## src/rtl/ctl_pkg.sv

```systemverilog
package ctl_pkg;
  localparam int OPC_W = 6;
  localparam int FN_W  = 6;
  localparam int OPS_W = 4;
  localparam int SEL_W = 2;

  typedef enum logic [3:0] {
    CL_ILLEGAL, CL_RR, CL_IMM_S, CL_IMM_U, CL_IMM_HI, CL_LOAD, CL_STORE,
    CL_BR_Z, CL_BR_NZ, CL_JABS, CL_JABS_LINK, CL_JREG, CL_JREG_LINK
  } iclass_e;

  // primary opcodes
  localparam logic [OPC_W-1:0] OP_SPECIAL = 6'h00;
  localparam logic [OPC_W-1:0] OP_J       = 6'h02;
  localparam logic [OPC_W-1:0] OP_JAL     = 6'h03;
  localparam logic [OPC_W-1:0] OP_BEQZ    = 6'h04;
  localparam logic [OPC_W-1:0] OP_BNEZ    = 6'h05;
  localparam logic [OPC_W-1:0] OP_ADDI    = 6'h08;
  localparam logic [OPC_W-1:0] OP_ADDIU   = 6'h09;
  localparam logic [OPC_W-1:0] OP_SLTI    = 6'h0A;
  localparam logic [OPC_W-1:0] OP_SLTIU   = 6'h0B;
  localparam logic [OPC_W-1:0] OP_ANDI    = 6'h0C;
  localparam logic [OPC_W-1:0] OP_ORI     = 6'h0D;
  localparam logic [OPC_W-1:0] OP_XORI    = 6'h0E;
  localparam logic [OPC_W-1:0] OP_LUI     = 6'h0F;
  localparam logic [OPC_W-1:0] OP_LW      = 6'h23;
  localparam logic [OPC_W-1:0] OP_SW      = 6'h2B;

  // function codes under OP_SPECIAL
  localparam logic [FN_W-1:0] FN_JR   = 6'h08;
  localparam logic [FN_W-1:0] FN_JALR = 6'h09;
  localparam logic [FN_W-1:0] FN_ADD  = 6'h20;
  localparam logic [FN_W-1:0] FN_ADDU = 6'h21;
  localparam logic [FN_W-1:0] FN_SUB  = 6'h22;
  localparam logic [FN_W-1:0] FN_SUBU = 6'h23;
  localparam logic [FN_W-1:0] FN_AND  = 6'h24;
  localparam logic [FN_W-1:0] FN_OR   = 6'h25;
  localparam logic [FN_W-1:0] FN_XOR  = 6'h26;
  localparam logic [FN_W-1:0] FN_NOR  = 6'h27;
  localparam logic [FN_W-1:0] FN_SLT  = 6'h2A;
  localparam logic [FN_W-1:0] FN_SLTU = 6'h2B;

  // ALU operation codes
  localparam logic [OPS_W-1:0] ALU_ADD   = 4'd0;
  localparam logic [OPS_W-1:0] ALU_SUB   = 4'd1;
  localparam logic [OPS_W-1:0] ALU_AND   = 4'd2;
  localparam logic [OPS_W-1:0] ALU_OR    = 4'd3;
  localparam logic [OPS_W-1:0] ALU_XOR   = 4'd4;
  localparam logic [OPS_W-1:0] ALU_NOR   = 4'd5;
  localparam logic [OPS_W-1:0] ALU_SLT   = 4'd6;
  localparam logic [OPS_W-1:0] ALU_SLTU  = 4'd7;
  localparam logic [OPS_W-1:0] ALU_PASSB = 4'd8;
  localparam logic [OPS_W-1:0] ALU_ZTST  = 4'd9;

  // select encodings
  localparam logic [SEL_W-1:0] EXT_SIGN = 2'd0;
  localparam logic [SEL_W-1:0] EXT_ZERO = 2'd1;
  localparam logic [SEL_W-1:0] EXT_HIGH = 2'd2;
  localparam logic             BS_REG   = 1'b0;
  localparam logic             BS_IMM   = 1'b1;
  localparam logic [SEL_W-1:0] WB_ALU   = 2'd0;
  localparam logic [SEL_W-1:0] WB_MEM   = 2'd1;
  localparam logic [SEL_W-1:0] WB_PC    = 2'd2;
  localparam logic [SEL_W-1:0] DST_RT   = 2'd0;
  localparam logic [SEL_W-1:0] DST_RD   = 2'd1;
  localparam logic [SEL_W-1:0] DST_R31  = 2'd2;
  localparam logic [SEL_W-1:0] PC_SEQ   = 2'd0;
  localparam logic [SEL_W-1:0] PC_BR    = 2'd1;
  localparam logic [SEL_W-1:0] PC_RIND  = 2'd2;
  localparam logic [SEL_W-1:0] PC_JABS  = 2'd3;

  // {valid, op}: ALU operation named by a function code
  function automatic logic [OPS_W:0] alu_of_funct(input logic [FN_W-1:0] fn);
    logic [OPS_W:0] r;
    unique case (fn)
      FN_ADD, FN_ADDU: r = {1'b1, ALU_ADD};
      FN_SUB, FN_SUBU: r = {1'b1, ALU_SUB};
      FN_AND:          r = {1'b1, ALU_AND};
      FN_OR:           r = {1'b1, ALU_OR};
      FN_XOR:          r = {1'b1, ALU_XOR};
      FN_NOR:          r = {1'b1, ALU_NOR};
      FN_SLT:          r = {1'b1, ALU_SLT};
      FN_SLTU:         r = {1'b1, ALU_SLTU};
      default:         r = {1'b0, ALU_ADD};
    endcase
    return r;
  endfunction

  // ALU operation named by an immediate-form opcode
  function automatic logic [OPS_W-1:0] alu_of_opcode(input logic [OPC_W-1:0] op);
    logic [OPS_W-1:0] r;
    unique case (op)
      OP_SLTI:  r = ALU_SLT;
      OP_SLTIU: r = ALU_SLTU;
      OP_ANDI:  r = ALU_AND;
      OP_ORI:   r = ALU_OR;
      OP_XORI:  r = ALU_XOR;
      OP_LUI:   r = ALU_PASSB;
      default:  r = ALU_ADD;
    endcase
    return r;
  endfunction
endpackage

```

## src/rtl/ctl_class_decode.sv

```systemverilog
module ctl_class_decode
  import ctl_pkg::*;
(
  input  logic [OPC_W-1:0] opcode,
  input  logic [FN_W-1:0]  funct,
  output iclass_e          iclass
);
  logic [OPS_W:0] fn_alu;
  assign fn_alu = alu_of_funct(funct);

  always_comb begin
    unique case (opcode)
      OP_SPECIAL: begin
        if (funct == FN_JR)        iclass = CL_JREG;
        else if (funct == FN_JALR) iclass = CL_JREG_LINK;
        else if (fn_alu[OPS_W])    iclass = CL_RR;
        else                       iclass = CL_ILLEGAL;
      end
      OP_ADDI, OP_ADDIU, OP_SLTI, OP_SLTIU: iclass = CL_IMM_S;
      OP_ANDI, OP_ORI, OP_XORI:             iclass = CL_IMM_U;
      OP_LUI:  iclass = CL_IMM_HI;
      OP_LW:   iclass = CL_LOAD;
      OP_SW:   iclass = CL_STORE;
      OP_BEQZ: iclass = CL_BR_Z;
      OP_BNEZ: iclass = CL_BR_NZ;
      OP_J:    iclass = CL_JABS;
      OP_JAL:  iclass = CL_JABS_LINK;
      default: iclass = CL_ILLEGAL;
    endcase
  end
endmodule

```

## src/rtl/ctl_alu_select.sv

```systemverilog
module ctl_alu_select
  import ctl_pkg::*;
(
  input  iclass_e          iclass,
  input  logic [OPC_W-1:0] opcode,
  input  logic [FN_W-1:0]  funct,
  output logic [OPS_W-1:0] op_sel
);
  logic [OPS_W:0]   fn_alu;
  logic [OPS_W-1:0] op_alu;
  assign fn_alu = alu_of_funct(funct);
  assign op_alu = alu_of_opcode(opcode);

  always_comb begin
    unique case (iclass)
      CL_RR:                                  op_sel = fn_alu[OPS_W-1:0];
      CL_IMM_S, CL_IMM_U, CL_IMM_HI:          op_sel = op_alu;
      CL_BR_Z, CL_BR_NZ:                      op_sel = ALU_ZTST;
      default:                                op_sel = ALU_ADD;
    endcase
  end
endmodule

```

## src/rtl/ctl_route_decode.sv

```systemverilog
module ctl_route_decode
  import ctl_pkg::*;
(
  input  iclass_e          iclass,
  input  logic             zero,
  output logic [SEL_W-1:0] ext_sel,
  output logic             b_src,
  output logic             mem_we,
  output logic             reg_we,
  output logic [SEL_W-1:0] wb_src,
  output logic [SEL_W-1:0] reg_dst,
  output logic [SEL_W-1:0] pc_src,
  output logic             br_taken
);
  // branch condition resolved here from the zero flag
  always_comb begin
    unique case (iclass)
      CL_BR_Z:  br_taken = zero;
      CL_BR_NZ: br_taken = !zero;
      default:  br_taken = 1'b0;
    endcase
  end

  always_comb begin
    ext_sel = EXT_SIGN;
    b_src   = BS_REG;
    mem_we  = 1'b0;
    reg_we  = 1'b0;
    wb_src  = WB_ALU;
    reg_dst = DST_RT;
    pc_src  = PC_SEQ;
    unique case (iclass)
      CL_RR: begin
        reg_we = 1'b1; reg_dst = DST_RD;
      end
      CL_IMM_S: begin
        b_src = BS_IMM; reg_we = 1'b1;
      end
      CL_IMM_U: begin
        ext_sel = EXT_ZERO; b_src = BS_IMM; reg_we = 1'b1;
      end
      CL_IMM_HI: begin
        ext_sel = EXT_HIGH; b_src = BS_IMM; reg_we = 1'b1;
      end
      CL_LOAD: begin
        b_src = BS_IMM; reg_we = 1'b1; wb_src = WB_MEM;
      end
      CL_STORE: begin
        b_src = BS_IMM; mem_we = 1'b1;
      end
      CL_BR_Z, CL_BR_NZ: begin
        pc_src = br_taken ? PC_BR : PC_SEQ;
      end
      CL_JABS:  pc_src = PC_JABS;
      CL_JREG:  pc_src = PC_RIND;
      CL_JABS_LINK: begin
        pc_src = PC_JABS; reg_we = 1'b1; wb_src = WB_PC; reg_dst = DST_R31;
      end
      CL_JREG_LINK: begin
        pc_src = PC_RIND; reg_we = 1'b1; wb_src = WB_PC; reg_dst = DST_R31;
      end
      default: ;
    endcase
  end
endmodule

```

## src/rtl/ctl_decoder.sv

```systemverilog
module ctl_decoder
  import ctl_pkg::*;
(
  input  logic [5:0] opcode,
  input  logic [5:0] funct,
  input  logic       zero,
  output logic [1:0] ext_sel,
  output logic       b_src,
  output logic [3:0] op_sel,
  output logic       mem_we,
  output logic       reg_we,
  output logic [1:0] wb_src,
  output logic [1:0] reg_dst,
  output logic [1:0] pc_src
);
  iclass_e iclass;
  logic    br_taken;

  ctl_class_decode u_class (
    .opcode (opcode),
    .funct  (funct),
    .iclass (iclass)
  );

  ctl_alu_select u_alu (
    .iclass (iclass),
    .opcode (opcode),
    .funct  (funct),
    .op_sel (op_sel)
  );

  ctl_route_decode u_route (
    .iclass   (iclass),
    .zero     (zero),
    .ext_sel  (ext_sel),
    .b_src    (b_src),
    .mem_we   (mem_we),
    .reg_we   (reg_we),
    .wb_src   (wb_src),
    .reg_dst  (reg_dst),
    .pc_src   (pc_src),
    .br_taken (br_taken)
  );

  always_comb begin

    no_dual_write_chk: assert (!(mem_we && reg_we))
      else $error("memory and register writes both enabled");

    link_dest_chk: assert (wb_src != WB_PC || (reg_we && reg_dst == DST_R31))
      else $error("PC write-back without r31 write");

    branch_op_chk: assert (pc_src != PC_BR || (op_sel == ALU_ZTST && !reg_we && !mem_we))
      else $error("branch target taken without zero-test");

    illegal_safe_chk: assert (iclass != CL_ILLEGAL || (!reg_we && !mem_we && pc_src == PC_SEQ))
      else $error("illegal instruction produced a side effect");

    load_path_chk: assert (wb_src != WB_MEM || (reg_we && b_src == BS_IMM && op_sel == ALU_ADD))
      else $error("memory write-back without load addressing");

    taken_class_chk: assert (!br_taken || iclass == CL_BR_Z || iclass == CL_BR_NZ)
      else $error("branch taken outside a branch class");
  end
endmodule

```

## config.mk

```make
export PLATFORM = sky130hd
export DESIGN_NAME = ctl_decoder
export DESIGN_NICKNAME = d
export VERILOG_FILES = /design/src/rtl/ctl_pkg.sv /design/src/rtl/ctl_class_decode.sv /design/src/rtl/ctl_alu_select.sv /design/src/rtl/ctl_route_decode.sv /design/src/rtl/ctl_decoder.sv
export SDC_FILE = /design/constraint.sdc
export NUM_CORES = 1
export LEC_CHECK = 0
export ABC_AREA = 1
export CAP_MARGIN = 10
export CORE_AREA = 4 4 41 43
export DETAILED_ROUTE_END_ITERATION = 10
export DIE_AREA = 0 0 45 47
export DONT_BUFFER_PORTS = 1
export PLACE_DENSITY = 0.7
export SLEW_MARGIN = 20
export SYNTH_ARGS = -nofsm -noshare
export SYNTH_HDL_FRONTEND = slang
export SYNTH_HIERARCHICAL = 1
export SYNTH_SLANG_ARGS = --single-unit
```

## constraint.sdc

```tcl
create_clock -name vclk -period 1.7
set_clock_uncertainty 0.1 [all_clocks]
set_input_delay 0 -clock vclk [all_inputs]
set_output_delay 0 -clock vclk [all_outputs]
set_load 0.05 [all_outputs]
```

* Word-level counts from Yosys, hierarchy flattened *
Index checks and enable logic that the tools add are counted.
Widths: inputs -> output; s select.

word-level totals
  register bits after elaboration = 0
  output and inout bits = 15

operators by class
  eq/ne operators = 38
  mux-type cells = 16
  reduce and logical (&&, ||, !) cells = 13

operators with widths
  kind                number
  $eq 6x6->1 const B  12
  $eq 6x4->1 const B  10
  $pmux 4 s10         1
  $pmux 5 s8          1
  $pmux 4 s6          1
  $eq 4x4->1 const B  5
  $eq 4x3->1 const B  4
  $eq 6x2->1 const B  2
  $eq 6x3->1 const B  2
  $pmux 2 s2          3
  $pmux 4 s3          1
  $reduce_or 2->1     6
  $eq 4x2->1 const B  2
  $mux 4              2
  $reduce_or 7->1     1
  $logic_not 6->1     1
  $pmux 2 s3          1
  $reduce_or 3->1     2
  $mux 1              5
  $reduce_or 5->1     1
  $eq 4x1->1 const B  1
  $reduce_or 4->1     1
  $pmux 1 s2          1
  $logic_not 1->1     1

* Longest topological paths before layout *
Gate-level depths: netlist of run 1.

  depth after elaboration = 11
  mapped depth = 12

* Hierarchy *
The synthesis of run 1 kept the hierarchy.

modules (own cells, without submodules)
  module            instances  cells each  area each (sq um)  seq. area each (sq um)
  ctl_class_decode  1          60          279.0              0.0
  ctl_alu_select    1          57          272.8              0.0
  ctl_route_decode  1          41          180.2              0.0

* Worst setup path before layout of run 1 *
No wires, ideal clock.

  kind = input port to output port
  from = input opcode[1]
  to = output pc_src[1]
  data arrival time = 1.823 ns
  data required time = 1.600 ns
  slack = -0.223 ns
  stages on the path = 9
  cell sequence = nand2_1 inv_1 nand3_1 nand2_1 nor2_1 nand2_1 inv_1 nand2_2 o21ai_0

between the ends
  word-level cells in the longest chain between the ends = 6
  elaborated cells on any way between the ends = 28
  classes of those cells = 20 x eq/ne; 2 x mux; 6 x reduce/logical

ends and longest elaborated chain
  item                                                       RTL line                text
  from (decl)                                                ctl_decoder.sv:4        input logic [5:0] opcode,
  $eq 6x4->1                                                 ctl_class_decode.sv:12  unique case (opcode)
  $reduce_or 4->1 / $reduce_or 3->1 (equally long branches)  ctl_class_decode.sv:12
  $pmux 4 s10 *                                              ctl_class_decode.sv:12
  via iclass[1]                                              ctl_decoder.sv:16       iclass_e iclass;
  $eq 4x4->1 / $eq 4x3->1 (equally long branches)            ctl_route_decode.sv:32  unique case (iclass)
  $reduce_or 2->1, on equally long branches                  -
  $pmux 2 s3 *                                               ctl_route_decode.sv:32
  to (decl)                                                  ctl_decoder.sv:14       output logic [1:0] pc_src

The timed path passes the listed nets; every way through them passes the cells marked *.

* Final worst setup path of run 1 *
  from = input opcode[3]
  to = output reg_dst[1]

between the ends
  word-level cells in the longest chain between the ends = 6
  elaborated cells on any way between the ends = 23
  classes of those cells = 17 x eq/ne; 2 x mux; 4 x reduce/logical

ends and longest elaborated chain
  item                                                       RTL line                text
  $eq 6x4->1                                                 ctl_class_decode.sv:12
  $reduce_or 4->1 / $reduce_or 3->1 (equally long branches)  ctl_class_decode.sv:12
  $pmux 4 s10 *                                              ctl_class_decode.sv:12
  via iclass[1]                                              ctl_decoder.sv:16
  $eq 4x4->1                                                 ctl_route_decode.sv:32
  $reduce_or 2->1 (no line)                                  -
  $pmux 2 s2 *                                               ctl_route_decode.sv:32
  to (decl)                                                  ctl_decoder.sv:13       output logic [1:0] reg_dst,

Marks and branches as above.

==> results of run 1 <==
[power by group through the flow]
stage               clock network, uW  registers (uW)  logic [uW]
global route                        0               0         197
global placement                    0               0         176
detailed placement                  0               0         180
floorplan                           0               0         140
finish                              0               0         181
CTS                                 0               0         181
[final cells by class]
| cell class | count | area share [%] |
|---|---|---|
| inverter | 35 | 14.7 |
| multi-input combinational | 121 | 66.0 |
| timing repair buffer | 14 | 17.2 |
| tap | 15 | 2.08 |
[critical path, cell delays in order]
cell and delay [ns]:
nor2_2 0.20, nand3_2 0.13, nor2_1 0.12, nor2_1 0.05, nand2_1 0.21, inv_1 0.12, nand2_2 0.12, nor2_1 0.05
nor2_1 0.15, inv_1 0.09, buf_12 0.17
[stage by stage]
stage	instance area (um2)	power [uW]
finish	902	181
CTS	900	181
detailed placement	900	180
floorplan	733	140
global placement	900	176
global route	902	197
[cell usage in the layout, fill, tap and decap left out, drive strengths merged]
master  count
nand2      43
inv        34
nor3        3
o21bai      1
o211ai      2
nand4       2
a21oi       2
nor2       35
buf        14
nand3      25
o21ai       7
clkinv      1
nand3b      1
[metal layers]
metal | GRT usage (%) | share of wire, %
met1 | 21.6 | 42
met2 | 37.9 | 51
met3 | 1.92 | 6.6
met4 | 1.75 | 0.41
met5 | 0 | 0
[timing repair]
item | 4_1_cts | 5_1_grt
endpoints found under the setup margin | 0 | 1
hold buffers | 0 | 0
buffers inserted | 0 | 0
gates resized for setup | 0 | 1
[how the worst max path moves through the flow]
stage / end / startpoint / cells past startpoint / slack [ns]
after global routing: wb_src[1] / opcode[3] / 11 / 0.02
after CTS: op_sel[0] / opcode[1] / 11 / 0.17
after floorplan: ext_sel[1] / opcode[5] / 9 / 0.06
final: reg_dst[1] / opcode[3] / 11 / 0.18
after global placement: op_sel[0] / opcode[1] / 11 / 0.24
after detailed placement: op_sel[0] / opcode[1] / 11 / 0.16
==> results.tsv, run 1 <==
stage	metric	value	unit
placement	post-place setup slack	0.163	ns
final_layout	fill count	132	
detailed_routing	first-pass iteration count of the detailed router	4	
grt	first-pass GRT wire length	3.18	mm
min_path	HP Class	input port to output pin	
setup_path	crit end category	output pin	
sta	Fmax	659	MHz
grt	initial antenna violation count	0	
detailed_routing	Post-route DRC	0	
final_layout	area occupied by multi-input gates	596	um2
detailed_routing	routed len/inst	10.6	um
sta	WHS	0.205	ns
min_path	hold_sp	opcode[3]	
floorplanning	Die ar.	0.00212	mm2
logic_synthesis	syn avg cell area	4.64	um2
floorplanning	num ports	28	
placement	port bufs	0	
floorplanning	core box area	0.00130	mm2
min_path	WHS Path Cells	3	
setup_path	critical path class	input port to output pin	
detailed_routing	Routed WL	1.96	mm
setup_path	Worst EP required	1.60	ns
grt	grt ovf	0	
grt	vias in the first global route	848	
floorplanning	die span in x	45	um
sta	Setup TNS	0	ns
final_layout	storage element area	0	um2
placement	DP Cell Count	185	
sta	pins over their slew limit	0	
grt	GR Util All Layers	18.7	%
detailed_routing	via density per instance	5.08	
sta	worst-margin pin slew	0.416	ns
final_layout	Layout area overhead	23.9	%
sta	final setup violation count	0	
logic_synthesis	post-synthesis instance total	157	
sta	relative slew slack	72.3	%
sta	post-layout minimum cycle time	1.52	ns
run	max cap viols	0	
logic_synthesis	yosys warns	6	
placement	Routability Congestion	0.887	
sta	post-route setup slack	0.184	ns
power	Clock Power Share	0	%
final_layout	sequential cell count	0	
final_layout	share of layout cells above drive strength 1	23.5	%
sta	period utilization	89.2	%
power	Flop pwr share	0	%
power	Net Sw Power	126	uW
power	Pwr Density	201	mW/mm2
final_layout	clock buffers	0	
final_layout	Antenna Cells	0	
logic_synthesis	Mapped Nets	170	
placement	DP Wirelength	1.71	mm
sta	RSZ-0062 raised after global routing	no	
logic_synthesis	mapped cell area	728	um2
final_layout	Layout Utilization	69.3	%
setup_path	WP data arrival	1.42	ns
setup_path	crit path max fanout	8	
power	Max VDD drop	0.000113	V
power	P_leak	0.000524	uW
power	Comb power frac	100.0	%
power	internal power consumption	55.6	uW
floorplanning	DIE HEIGHT	47	um
setup_path	critical path launch point type	input port	
detailed_routing	via count	939	
final_layout	Cell Count, Final, Fillers Out	185	
status	status	finished clean	
floorplanning	std cell rows	13	
grt	largest net degree at the start of global routing	11	
detailed_routing	DRT iter0 DRCs	36	
detailed_routing	DRT antenna net count	0	
final_layout	Net count, final	185	
floorplanning	initial core utilization	56.0	%
power	Net Sw Frac	69.3	%
sta	Hold Vio Cnt, Final	0	
min_path	Hold Path End	op_sel[2]	
(Power assumes the default switching activity.)
==> run 2, diff against run 1 <==
- CORE_AREA: 4 4 41 43 -> 2 2 39 41
- DIE_AREA: 0 0 45 47 -> 0 0 41 43
- PLACE_DENSITY: 0.7 -> default
- RECOVER_POWER: default -> 25
- SYNTH_HIERARCHICAL: 1 -> default
==> results.tsv, run 2 <==
stage	metric	value	unit	change
status	status	finished clean		
sta	Setup TNS	0	ns	unchanged
sta	pins over their slew limit	0		unchanged
sta	post-layout minimum cycle time	1.28	ns	-0.240 ns
final_layout	share of layout cells above drive strength 1	22.9	%	-0.61 points
final_layout	most frequent cells in the layout	nor2_1 (18), nand2_1 (17), inv_1 (16), nand3_1 (11), buf_4 (6)		
sta	RSZ-0062 raised after global routing	no		
run	max cap viols	0		unchanged
final_layout	storage element area	0	um2	unchanged
setup_path	crit path max fanout	11		+3
detailed_routing	DRT antenna net count	0		unchanged
min_path	hold_sp	zero		
sta	final setup violation count	0		unchanged
detailed_routing	via count	555		-41%
logic_synthesis	yosys warns	0		-6
logic_synthesis	register area share after synthesis	0	%	
clock_network	post_cts resized	0		unchanged
power	Clock Power Share	0	%	unchanged
floorplanning	initial core utilization	31.1	%	-25 points
clock_network	Hold Buf Count CTS	0		unchanged
grt	first-pass GRT wire length	1.77	mm	-44%
placement	Post-DP Area	523	um2	-42%
power	Max VDD drop	0.0000600	V	-47%
sta	relative slew slack	60.7	%	-12 points
min_path	Hold Path End	pc_src[0]		
sta	period utilization	75.1	%	-14 points
placement	DP Wirelength	985	um	-42%
sta	worst-margin pin slew	0.592	ns	+0.176 ns
logic_synthesis	post-synthesis instance total	88		-44%
placement	post-place setup slack	0.419	ns	+0.256 ns
grt	GR Util All Layers	13.6	%	-5.1 points
logic_synthesis	Post-synth top cells	nor2_1 (18), nand2_1 (17), inv_1 (16)		
logic_synthesis	post-synthesis cell type with the largest combined area	nor2_1		
detailed_routing	first-pass iteration count of the detailed router	5		+1
placement	Routability Congestion	0.838		-5.5%
sta	Hold Vio Cnt, Final	0		unchanged
setup_path	Buf/Inv on CP	0		-3
setup_path	Cell Chain, Critical Path	nor2_2 > nand2_2 > nor2_4 > nand3_2 > nand3_1		
final_layout	clock buffers	0		unchanged
power	Pwr Density	186	mW/mm2	-7.4%
placement	port bufs	0		unchanged
floorplanning	core box area	0.00138	mm2	+6.3%
setup_path	max incr delay on CP	0.41	ns	+0.20 ns
floorplanning	Die ar.	0.00176	mm2	-17%
clock_network	Post-CTS Setup Inserts	0		unchanged
logic_synthesis	mapped cell area	430	um2	-41%
logic_synthesis	Unique masters post-synth	17		
setup_path	critical path class	input port to output pin		
detailed_routing	Routed WL	1.13	mm	-42%
grt	vias in the first global route	463		-45%
min_path	WHS Path Cells	2		-1
sta	Fmax	784	MHz	+19%
logic_synthesis	Mapped Nets	101		-41%
final_layout	Antenna Cells	0		unchanged
final_layout	Design Area, Final	512	um2	-43%
detailed_routing	via density per instance	4.96		-2.4%
power	Flop pwr share	0	%	unchanged
setup_path	critical path launch point type	input port		
final_layout	Net count, final	111		-40%
grt	largest net degree at the start of global routing	12		+1
floorplanning	std cell rows	14		+1
grt	initial antenna violation count	0		unchanged
floorplanning	die span in x	41	um	-8.9%
power	Net Sw Power	70.4	uW	-44%
detailed_routing	routed len/inst	10.1	um	-4.7%
floorplanning	num ports	28		unchanged
final_layout	sequential cell count	0		unchanged
detailed_routing	DRT iter0 DRCs	22		-39%
grt	grt ovf	0		unchanged
power	Comb power frac	100.0	%	about the same
setup_path	WP data arrival	1.18	ns	-0.24 ns
power	internal power consumption	24.9	uW	-55%
logic_synthesis	Synth top area share	15.7	%	
logic_synthesis	Synth area leaders	nor2_1 (16%), nand2_1 (15%), inv_1 (14%)		
logic_synthesis	syn avg cell area	4.89	um2	+5.5%
min_path	HP Class	input port to output pin		
setup_path	CP max stage cell	nand3_1		
detailed_routing	Post-route DRC	0		unchanged
setup_path	Worst EP required	1.60	ns	about the same
setup_path	Crit path max-delay family	simple AND/OR/NAND/NOR gates		
sta	post-route setup slack	0.424	ns	+0.240 ns
floorplanning	DIE HEIGHT	43	um	-8.5%
final_layout	fill count	158		+20%
power	Net Sw Frac	73.9	%	+4.5 points
final_layout	Layout area overhead	18.9	%	
final_layout	commonest non-fill, non-tap cell in the layout	nor2_1		
logic_synthesis	most frequent cell after synthesis	nor2_1		
power	P_leak	0.000289	uW	-45%
setup_path	crit end category	output pin		
==> run 2: per-layer routing <==
layer,track usage (%),wire [um]
met1,17.4,450
met2,24.1,567
met3,2.09,115
met4,0,0
met5,0,0
==> run 2: logic make-up (layout without fill, tap and decap cells) <==
family,Yosys count,in the layout,synth area share (%)
buffers and inverters,18,26,18.3
and+or+nand+nor,64,64,74.1
AOI/OAI and AO/OA,6,6,7.56
==> run 2: metrics by stage <==
stage,util [%],total power (uW),hold slack (ns),std cells
floorplan,-,80.3,0.0933,88
detailed placement,37.8,96.8,0.164,112
finish,37.0,95.3,0.165,112
global placement,37.8,96.5,0.167,112
global route,37.0,104,0.180,112
CTS,37.8,97.0,0.168,112
==> run 2: power by group through the flow <==
stage	clock network, uW	logic, uW	registers [uW]
after floorplan	0	80.3	0
after global placement	0	96.5	0
after detailed placement	0	96.8	0
after CTS	0	97.0	0
after global routing	0	104	0
final	0	95.3	0
==> run 2: worst max-delay path by stage <==
stage | endpoint | cells past startpoint | startpoint | slack (ns)
after floorplan | op_sel[3] | 5 | opcode[5] | 0.1
after global placement | pc_src[1] | 5 | opcode[5] | 0.44
after detailed placement | pc_src[1] | 5 | opcode[5] | 0.42
after CTS | pc_src[1] | 5 | opcode[5] | 0.42
after global routing | pc_src[1] | 5 | opcode[5] | 0.31
final | pc_src[1] | 5 | opcode[5] | 0.42
==> run 2: layout make-up <==
cell class	instances	area, um2	area share [%]
inverters	16	60.1	11.7
multi-input cells	70	355	69.4
well taps	16	20.0	3.91
repair buffers	10	76.3	14.9
